File: src/rtl/pmc_pkg.sv
package pmc_pkg;
   localparam int REG_W = 8;
   localparam int MODE_W = 2;

   // register bit positions
   localparam int B_SLOW  = 7;
   localparam int B_FAST  = 6;
   localparam int B_DEFER = 5;
   localparam int B_RSVD  = 4;
   localparam int B_HALT  = 3;
   localparam int B_IDLE  = 2;
   localparam int B_OSCOFF = 1;
   localparam int B_PSREQ = 0;

   localparam logic [MODE_W-1:0] MODE_ACTIVE = 2'd0;
   localparam logic [MODE_W-1:0] MODE_PS     = 2'd1;
   localparam logic [MODE_W-1:0] MODE_IDLE   = 2'd2;
   localparam logic [MODE_W-1:0] MODE_HALT   = 2'd3;

   typedef enum logic [2:0] {
      ST_ACTIVE = 3'd0,
      ST_PS     = 3'd1,
      ST_IDLE   = 3'd2,
      ST_HALT   = 3'd3,
      ST_WAKE   = 3'd4
   } pm_state_e;
endpackage

File: src/rtl/pmc_flag_sync.sv
module pmc_flag_sync #(
   parameter int STAGES = 0,
   parameter int W      = 2
) (
   input  logic         clk,
   input  logic         rst_n,
   input  logic [W-1:0] d,
   output logic [W-1:0] q
);
   generate
      if (STAGES < 0 || STAGES > 4) begin : g_bad
         $error("pmc_flag_sync: STAGES must be 0..4");
      end
      if (STAGES == 0) begin : g_direct
         assign q = d;
      end else begin : g_pipe
         logic [W-1:0] pipe [STAGES];
         for (genvar i = 0; i < STAGES; i++) begin : g_st
            always_ff @(posedge clk or negedge rst_n) begin
               if (!rst_n) pipe[i] <= '0;
               else if (i == 0) pipe[i] <= d;
               else pipe[i] <= pipe[(i == 0) ? 0 : i-1];
            end
         end
         assign q = pipe[STAGES-1];
      end
   endgenerate
endmodule

File: src/rtl/pmc_ctrl_reg.sv
module pmc_ctrl_reg
   import pmc_pkg::*;
(
   input  logic             clk,
   input  logic             rst_n,
   input  logic             we,
   input  logic [REG_W-1:0] wdata,
   input  logic             wake,
   input  logic             in_active,
   input  logic             enter_ps,
   input  logic             fast_ok,
   input  logic             slow_ok,
   output logic             defer_q,
   output logic             halt_q,
   output logic             idle_q,
   output logic             oscoff_q,
   output logic             psreq_q,
   output logic             imm_req_q,
   output logic [REG_W-1:0] rdata
);
   logic unused_wbits;
   assign unused_wbits = ^{wdata[B_SLOW], wdata[B_FAST], wdata[B_RSVD]};

   logic wr_ps, wr_defer;
   assign wr_ps    = wdata[B_PSREQ];
   assign wr_defer = wdata[B_DEFER];

   // software-owned bits; wake clears all but defer
   always_ff @(posedge clk or negedge rst_n) begin
      if (!rst_n) begin
         defer_q  <= 1'b0;
         halt_q   <= 1'b0;
         idle_q   <= 1'b0;
         oscoff_q <= 1'b0;
      end else begin
         if (we) defer_q <= wr_defer;
         if (wake) begin
            halt_q   <= 1'b0;
            idle_q   <= 1'b0;
            oscoff_q <= 1'b0;
         end else if (we) begin
            halt_q   <= wdata[B_HALT];
            idle_q   <= wdata[B_IDLE];
            oscoff_q <= wdata[B_OSCOFF];
         end
      end
   end

   // power-save bit: immediate form reads 1 only once the switch is done
   always_ff @(posedge clk or negedge rst_n) begin
      if (!rst_n) begin
         psreq_q   <= 1'b0;
         imm_req_q <= 1'b0;
      end else if (wake) begin
         psreq_q   <= 1'b0;
         imm_req_q <= 1'b0;
      end else if (enter_ps) begin
         psreq_q   <= 1'b1;
         imm_req_q <= 1'b0;
      end else if (we) begin
         if (!wr_ps) begin
            psreq_q   <= 1'b0;
            imm_req_q <= 1'b0;
         end else if (wr_defer) begin
            psreq_q   <= 1'b1;
         end else if (in_active) begin
            imm_req_q <= 1'b1;
         end
      end
   end

   always_comb begin
      rdata           = '0;
      rdata[B_SLOW]   = slow_ok;
      rdata[B_FAST]   = fast_ok;
      rdata[B_DEFER]  = defer_q;
      rdata[B_HALT]   = halt_q;
      rdata[B_IDLE]   = idle_q;
      rdata[B_OSCOFF] = oscoff_q;
      rdata[B_PSREQ]  = psreq_q;
   end

   p_defer_set_r4: assert property (@(posedge clk) disable iff (!rst_n)
      (we && wr_ps && wr_defer && !wake) |=> psreq_q)
      else $error("p_defer_set_r4");
endmodule

File: src/rtl/pmc_mode_fsm.sv
module pmc_mode_fsm
   import pmc_pkg::*;
(
   input  logic      clk,
   input  logic      rst_n,
   input  logic      wait_i,
   input  logic      wake_i,
   input  logic      fast_ok,
   input  logic      slow_ok,
   input  logic      defer,
   input  logic      halt,
   input  logic      idle,
   input  logic      psreq,
   input  logic      imm_req,
   output pm_state_e state_o,
   output logic      enter_ps_o
);
   pm_state_e state_q, state_d, wake_tgt;

   assign wake_tgt = fast_ok ? ST_ACTIVE : ST_WAKE;

   always_comb begin
      state_d = state_q;
      unique case (state_q)
         ST_ACTIVE: begin
            if (wake_i) state_d = ST_ACTIVE;
            else if (wait_i && defer && (halt || idle || psreq)) begin
               if (halt) state_d = ST_HALT;
               else if (idle) state_d = slow_ok ? ST_IDLE : ST_ACTIVE;
               else state_d = slow_ok ? ST_PS : ST_ACTIVE;
            end else if (imm_req && slow_ok) state_d = ST_PS;
         end
         ST_PS: begin
            if (wake_i || !psreq) state_d = wake_tgt;
            else if (wait_i && idle) state_d = ST_IDLE;
         end
         ST_IDLE: begin
            if (wake_i) state_d = wake_tgt;
            else if (wait_i && halt) state_d = ST_HALT;
         end
         ST_HALT: begin
            if (wake_i) state_d = wake_tgt;
         end
         ST_WAKE: begin
            if (fast_ok) state_d = ST_ACTIVE;
         end
         default: state_d = ST_ACTIVE;
      endcase
   end

   always_ff @(posedge clk or negedge rst_n) begin
      if (!rst_n) state_q <= ST_ACTIVE;
      else state_q <= state_d;
   end

   assign state_o    = state_q;
   assign enter_ps_o = (state_d == ST_PS) && (state_q != ST_PS);

   p_enter_active_r9: assert property (@(posedge clk) disable iff (!rst_n)
      (state_q != ST_ACTIVE && !fast_ok) |=> state_q != ST_ACTIVE)
      else $error("p_enter_active_r9");
   p_waking_hold_r9: assert property (@(posedge clk) disable iff (!rst_n)
      (state_q == ST_WAKE && !fast_ok) |=> state_q == ST_WAKE)
      else $error("p_waking_hold_r9");
   p_leave_active_r10: assert property (@(posedge clk) disable iff (!rst_n)
      (state_q == ST_ACTIVE && !slow_ok) |=> (state_q == ST_ACTIVE || state_q == ST_HALT))
      else $error("p_leave_active_r10");
   p_wait_idle_r5: assert property (@(posedge clk) disable iff (!rst_n)
      (state_q == ST_PS && wait_i && idle && psreq && !wake_i) |=> state_q == ST_IDLE)
      else $error("p_wait_idle_r5");
endmodule

File: src/rtl/pmc_clk_ctl.sv
module pmc_clk_ctl
   import pmc_pkg::*;
(
   input  pm_state_e         state,
   input  logic              oscoff,
   output logic [MODE_W-1:0] mode,
   output logic              osc_en,
   output logic              sel_fast,
   output logic              gate_en
);
   always_comb begin
      mode     = MODE_ACTIVE;
      osc_en   = 1'b1;
      sel_fast = 1'b0;
      gate_en  = 1'b1;
      unique case (state)
         ST_ACTIVE: sel_fast = 1'b1;
         ST_PS:     begin mode = MODE_PS;   osc_en = !oscoff; end
         ST_IDLE:   begin mode = MODE_IDLE; osc_en = !oscoff; end
         ST_HALT:   begin mode = MODE_HALT; osc_en = 1'b0; gate_en = 1'b0; end
         ST_WAKE:   mode = MODE_PS;
         default:   mode = MODE_ACTIVE;
      endcase
   end
endmodule

File: src/rtl/pwr_mode_ctl.sv
module pwr_mode_ctl
   import pmc_pkg::*;
#(
   parameter int DATA_W      = 8,
   parameter int SYNC_STAGES = 0
) (
   input  logic              clk,
   input  logic              rst_n,
   input  logic              reg_we,
   input  logic [DATA_W-1:0] reg_wdata,
   output logic [DATA_W-1:0] reg_rdata,
   input  logic              wait_stb,
   input  logic              wake_evt,
   input  logic              fast_stable,
   input  logic              slow_stable,
   output logic [MODE_W-1:0] mode_o,
   output logic              fast_osc_en,
   output logic              clk_sel_fast,
   output logic              clk_gate_en
);
   localparam int FLAG_W = 2;

   generate
      if (DATA_W != REG_W) begin : g_bad_w
         $error("pwr_mode_ctl: DATA_W must equal REG_W");
      end
   endgenerate

   logic [FLAG_W-1:0] flags;
   logic fast_ok, slow_ok;
   logic defer_q, halt_q, idle_q, oscoff_q, psreq_q, imm_req_q, enter_ps;
   pm_state_e state;

   pmc_flag_sync #(.STAGES(SYNC_STAGES), .W(FLAG_W)) u_sync (
      .clk(clk), .rst_n(rst_n), .d({slow_stable, fast_stable}), .q(flags));
   assign slow_ok = flags[1];
   assign fast_ok = flags[0];

   pmc_ctrl_reg u_reg (
      .clk(clk), .rst_n(rst_n), .we(reg_we), .wdata(reg_wdata), .wake(wake_evt),
      .in_active(state == ST_ACTIVE), .enter_ps(enter_ps),
      .fast_ok(fast_ok), .slow_ok(slow_ok),
      .defer_q(defer_q), .halt_q(halt_q), .idle_q(idle_q), .oscoff_q(oscoff_q),
      .psreq_q(psreq_q), .imm_req_q(imm_req_q), .rdata(reg_rdata));

   pmc_mode_fsm u_fsm (
      .clk(clk), .rst_n(rst_n), .wait_i(wait_stb), .wake_i(wake_evt),
      .fast_ok(fast_ok), .slow_ok(slow_ok), .defer(defer_q), .halt(halt_q),
      .idle(idle_q), .psreq(psreq_q), .imm_req(imm_req_q),
      .state_o(state), .enter_ps_o(enter_ps));

   pmc_clk_ctl u_clk (
      .state(state), .oscoff(oscoff_q), .mode(mode_o), .osc_en(fast_osc_en),
      .sel_fast(clk_sel_fast), .gate_en(clk_gate_en));

   p_wake_clears_r8: assert property (@(posedge clk) disable iff (!rst_n)
      wake_evt |=> reg_rdata[3:0] == 4'h0)
      else $error("p_wake_clears_r8");
   p_halt_osc_r7: assert property (@(posedge clk) disable iff (!rst_n)
      (mode_o == MODE_HALT) |-> (!fast_osc_en && !clk_gate_en))
      else $error("p_halt_osc_r7");
   p_sel_fast_r12: assert property (@(posedge clk) disable iff (!rst_n)
      clk_sel_fast |-> (mode_o == MODE_ACTIVE && fast_osc_en))
      else $error("p_sel_fast_r12");
endmodule

File: config.mk
export PLATFORM = sky130hd
export DESIGN_NAME = pwr_mode_ctl
export DESIGN_NICKNAME = d
export VERILOG_FILES = /design/src/rtl/pmc_pkg.sv /design/src/rtl/pmc_flag_sync.sv /design/src/rtl/pmc_ctrl_reg.sv /design/src/rtl/pmc_mode_fsm.sv /design/src/rtl/pmc_clk_ctl.sv /design/src/rtl/pwr_mode_ctl.sv
export SDC_FILE = /design/constraint.sdc
export NUM_CORES = 1
export LEC_CHECK = 0
export CAP_MARGIN = 20
export CORE_MARGIN = 4
export CORE_UTILIZATION = 35
export CTS_CLUSTER_SIZE = 28
export DETAILED_ROUTE_END_ITERATION = 10
export DONT_BUFFER_PORTS = 1
export MAX_ROUTING_LAYER = met4
export SKIP_LAST_GASP = 1
export SYNTH_ARGS = -nofsm -noshare
export SYNTH_HDL_FRONTEND = slang
export SYNTH_SLANG_ARGS = --single-unit
File: constraint.sdc
create_clock -name clk -period 3.65 [get_ports clk]
set_input_delay 0.1825 -clock clk [delete_from_list [all_inputs] [get_ports clk]]
set_output_delay 0.1825 -clock clk [all_outputs]
set_load 0.02 [all_outputs]
==> impl_metrics.csv <==
group,metric,value,unit
pwr,pwr-share-clk,29.9,%
final_layout,drive_above_1_share,13.4,%
pwr,vdd_drop_max,0.173,mV
worst_setup_path,cp_cell_sequence,"or3_4 -> nor4_4 -> nor4_1 -> a22o_1",
synth,synth_area,657,µm²
cts,cts.path.max_buffers,2,
cts,htreeDepth,1,
routing,vias_per_cell,5.27,
floorplan,start_util,37.6,%
timing,fin_worst_skew,0.00379,ns
floorplan,rows,15,
routing,first_iter_violations,8,
floorplan,io_pins,28,
routing,drtAntennaViolNets,0,
cts,numCtsBuffers,3,
synth,yosysWarnings,0,
floorplan,die_w,51.3,µm
global_route,grt_pass1_wl,2220,µm
routing,drc,0,
timing,fin_tns_setup,0,ns
routing,firstDrtPassIters,3,
cts,path_clk_slew,0.06,ns
worst_setup_path,cp.buffers_inverters,0,
pwr,internal_power,170,µW
placement,dp_hpwl,1030,µm
final_layout,mostFrequentLayoutCells,"dfrtp_1, nor2_1, o21ai_0",
hold_path,hold_class,"in2reg",
cts,cts_tree,"yes",
timing,slew_headroom,57.7,%
synth,ys_types,29,
global_route,globalRoute.totalOverflow,0,
job,maxCapViolCount,0,
worst_setup_path,cp-end-kind,"register",
worst_setup_path,arrival,1.81,ns
synth,syn-num-nets,87,
cts,clock_sinks,9,
global_route,gr-usage-met3,4.66,%
timing,worstMarginPinSlew,0.628,ns
timing,finalSetupViolCount,0,
global_route,grt_max_degree,11,
placement,globalplace.congestion,0.799,
worst_setup_path,critPathKind,"reg2reg",
timing,maxSlewViolCount,0,
global_route,use_met2,18.2,%
global_route,grt_pass1_vias,455,
final_layout,syn2layout_area_growth,0,%
worst_setup_path,slowest_delay,0.48,ns
timing,hold_viol_final,0,
placement,port_buffers,0,
pwr,combPwrFrac,20.1,%
routing,wirelength,1350,µm
run_status,outcome,"finished, final reports clean",
routing,num_vias,485,
pwr,totalPowerFinal,246,µW
final_layout,multi_input_area,329,µm²
pwr,leakage,0.000286,µW
pwr,seq_power_share,50.0,%
worst_setup_path,cp_slowest_cell,"dfrtp_1",
synth,seq_area_frac_synth,34.3,%
worst_setup_path,startpoint_type,"register",
timing,whs,0.0719,ns
timing,rsz0062_at_grt,"false",
floorplan,die_area,0.00263,mm²
routing,avgRoutedWirePerCell,14.7,µm
placement,postPlaceCellArea,601,µm²
final_layout,nNetsFinal,83,
pwr,powerDensity,375,mW/mm²
worst_setup_path,crit_family,"simple AND/OR/NAND/NOR gates",
global_route,gr-max-usage-layer,"met2",
timing,post-route-period-util,45.4,%
cts,cts_root_buf,"clkbuf_4",
global_route,track_usage,11.6,%
placement,preCtsSetupSlack,1.99,ns
floorplan,dieHeight,51.3,µm
final_layout,num_antenna_cells,0,
synth,ys_ff_latch,9,
final_layout,final_common_cell,"dfrtp_1",
floorplan,coreArea,0.00175,mm²
global_route,met1_usage,13.1,%
synth,synth_area_per_cell,9.12,µm²
pwr,switching_share,30.8,%
final_layout,regArea,225,µm²
cts,clock_latency,0.26,ns
cts,post_cts_resized,0,
final_layout,post-route-cell-area,657,µm²
final_layout,fill_cells,177,
worst_setup_path,critPathRequiredTime,3.80,ns
timing,worst_slack,1.99,ns
synth,syn_inst,72,
pwr,switchingPower,75.8,µW
timing,layout_min_cycle_time,1.66,ns
global_route,antenna_found_initial,0,
timing,max_freq,0.604,GHz
worst_setup_path,cp_max_fo,10,
-- kinds of logic after synthesis --
kind of cell           Yosys count  synth area share, %
other                            1                0.571
buffers and inverters           16                 15.6
muxes                            5                 7.81
AOI/OAI and AO/OA               16                 15.8
DFF                              9                 34.3
and+or+nand+nor                 25                 25.9
-- flip-flops by register name (all words and copies together), names as in the netlist --
signal,cells
u_fsm.state_o,3
u_reg.defer_q,1
u_reg.halt_q,1
u_reg.idle_q,1
u_reg.imm_req_q,1
u_reg.oscoff_q,1
u_reg.psreq_q,1
-- cell type report --
cell class                 instances  share of cell area [%]
tap                               25                    4.76
multi-input combinational         47                    50.1
inverter                           4                    2.29
clock buffer                       4                    4.00
timing repair buffer               3                    4.57
sequential                         9                    34.3
-- worst reg2reg max path: cells and delay by family (launching register included) --
family             cells  cell delay (ns)
and+or+nand+nor        3             0.85
AOI/OAI and AO/OA      1             0.23
DFF                    1             0.48
-- cell usage after synthesis --
master	n	area (µm²)
clkbuf_4	1	7.51
or2b_1	1	7.51
o21ai_0	5	25.0
dfrtp_1	9	225
nor3b_1	3	22.5
buf_2	1	5.00
or3_4	1	11.3
o2bb2ai_1	1	8.76
nor2_1	7	26.3
a221o_2	1	11.3
or3_2	1	7.51
clkbuf_1	1	3.75
buf_4	8	60.1
a21oi_1	4	20.0
conb_1	1	3.75
nand2_1	4	15.0
mux2i_1	4	40.0
a22o_1	1	8.76
buf_6	1	11.3
or4bb_1	1	11.3
a21o_1	4	30.0
or4b_1	1	10.0
nor4b_2	1	15.0
nand2b_1	1	6.26
nor4_4	1	21.3
nor3_1	2	10.0
nor4_1	1	6.26
mux2_2	1	11.3
inv_1	4	15.0
-- per-stage QoR --
step	cells	utilization [%]
final	92	37.6
after detailed placement	85	34.4
after CTS	92	37.6
after global placement	85	34.4
after floorplan	72	-
after global routing	92	37.6
-- path summary, 6_finish.rpt --
| check | slack, ns | end | cells after the start | start |
|---|---|---|---|---|
| min | 0.07 | u_reg.defer_q | 1 | reg_wdata[5] |
| max in group asynchronous | 3.08 | u_fsm.state_o[2] | 1 | rst_n |
| max reg2reg | 1.99 | u_reg.psreq_q | 4 | u_fsm.state_o[0] |
| min reg2reg | 0.64 | u_reg.imm_req_q | 2 | u_reg.imm_req_q |
| min in group asynchronous | 0.29 | u_reg.halt_q | 1 | rst_n |
| max | 1.99 | u_reg.psreq_q | 4 | u_fsm.state_o[0] |
-- timing repair --
item                      CTS  global route
hold endpoints to repair   13             0
setup buffers               0             0
hold buffers                3             0
-- power groups by stage --
stage | Sequential, µW | Clock [µW] | Combinational (µW)
finish | 123 | 73.6 | 49.4
global route | 125 | 82.9 | 54.6
CTS | 123 | 76.8 | 50.3
detailed placement | 125 | 0 | 45.1
global placement | 125 | 0 | 44.4
floorplan | 113 | 0 | 63.5
-- metal layers --
metal | share of wire (%) | vias up | wire [µm]
li1 | - | 233 | -
met1 | 39 | 236 | 527
met2 | 53 | 10 | 709
met3 | 6.5 | 6 | 87
met4 | 1.7 | 0 | 23
met5 | 0 | - | 0
Note: power is estimated with default switching activity, not from simulation.
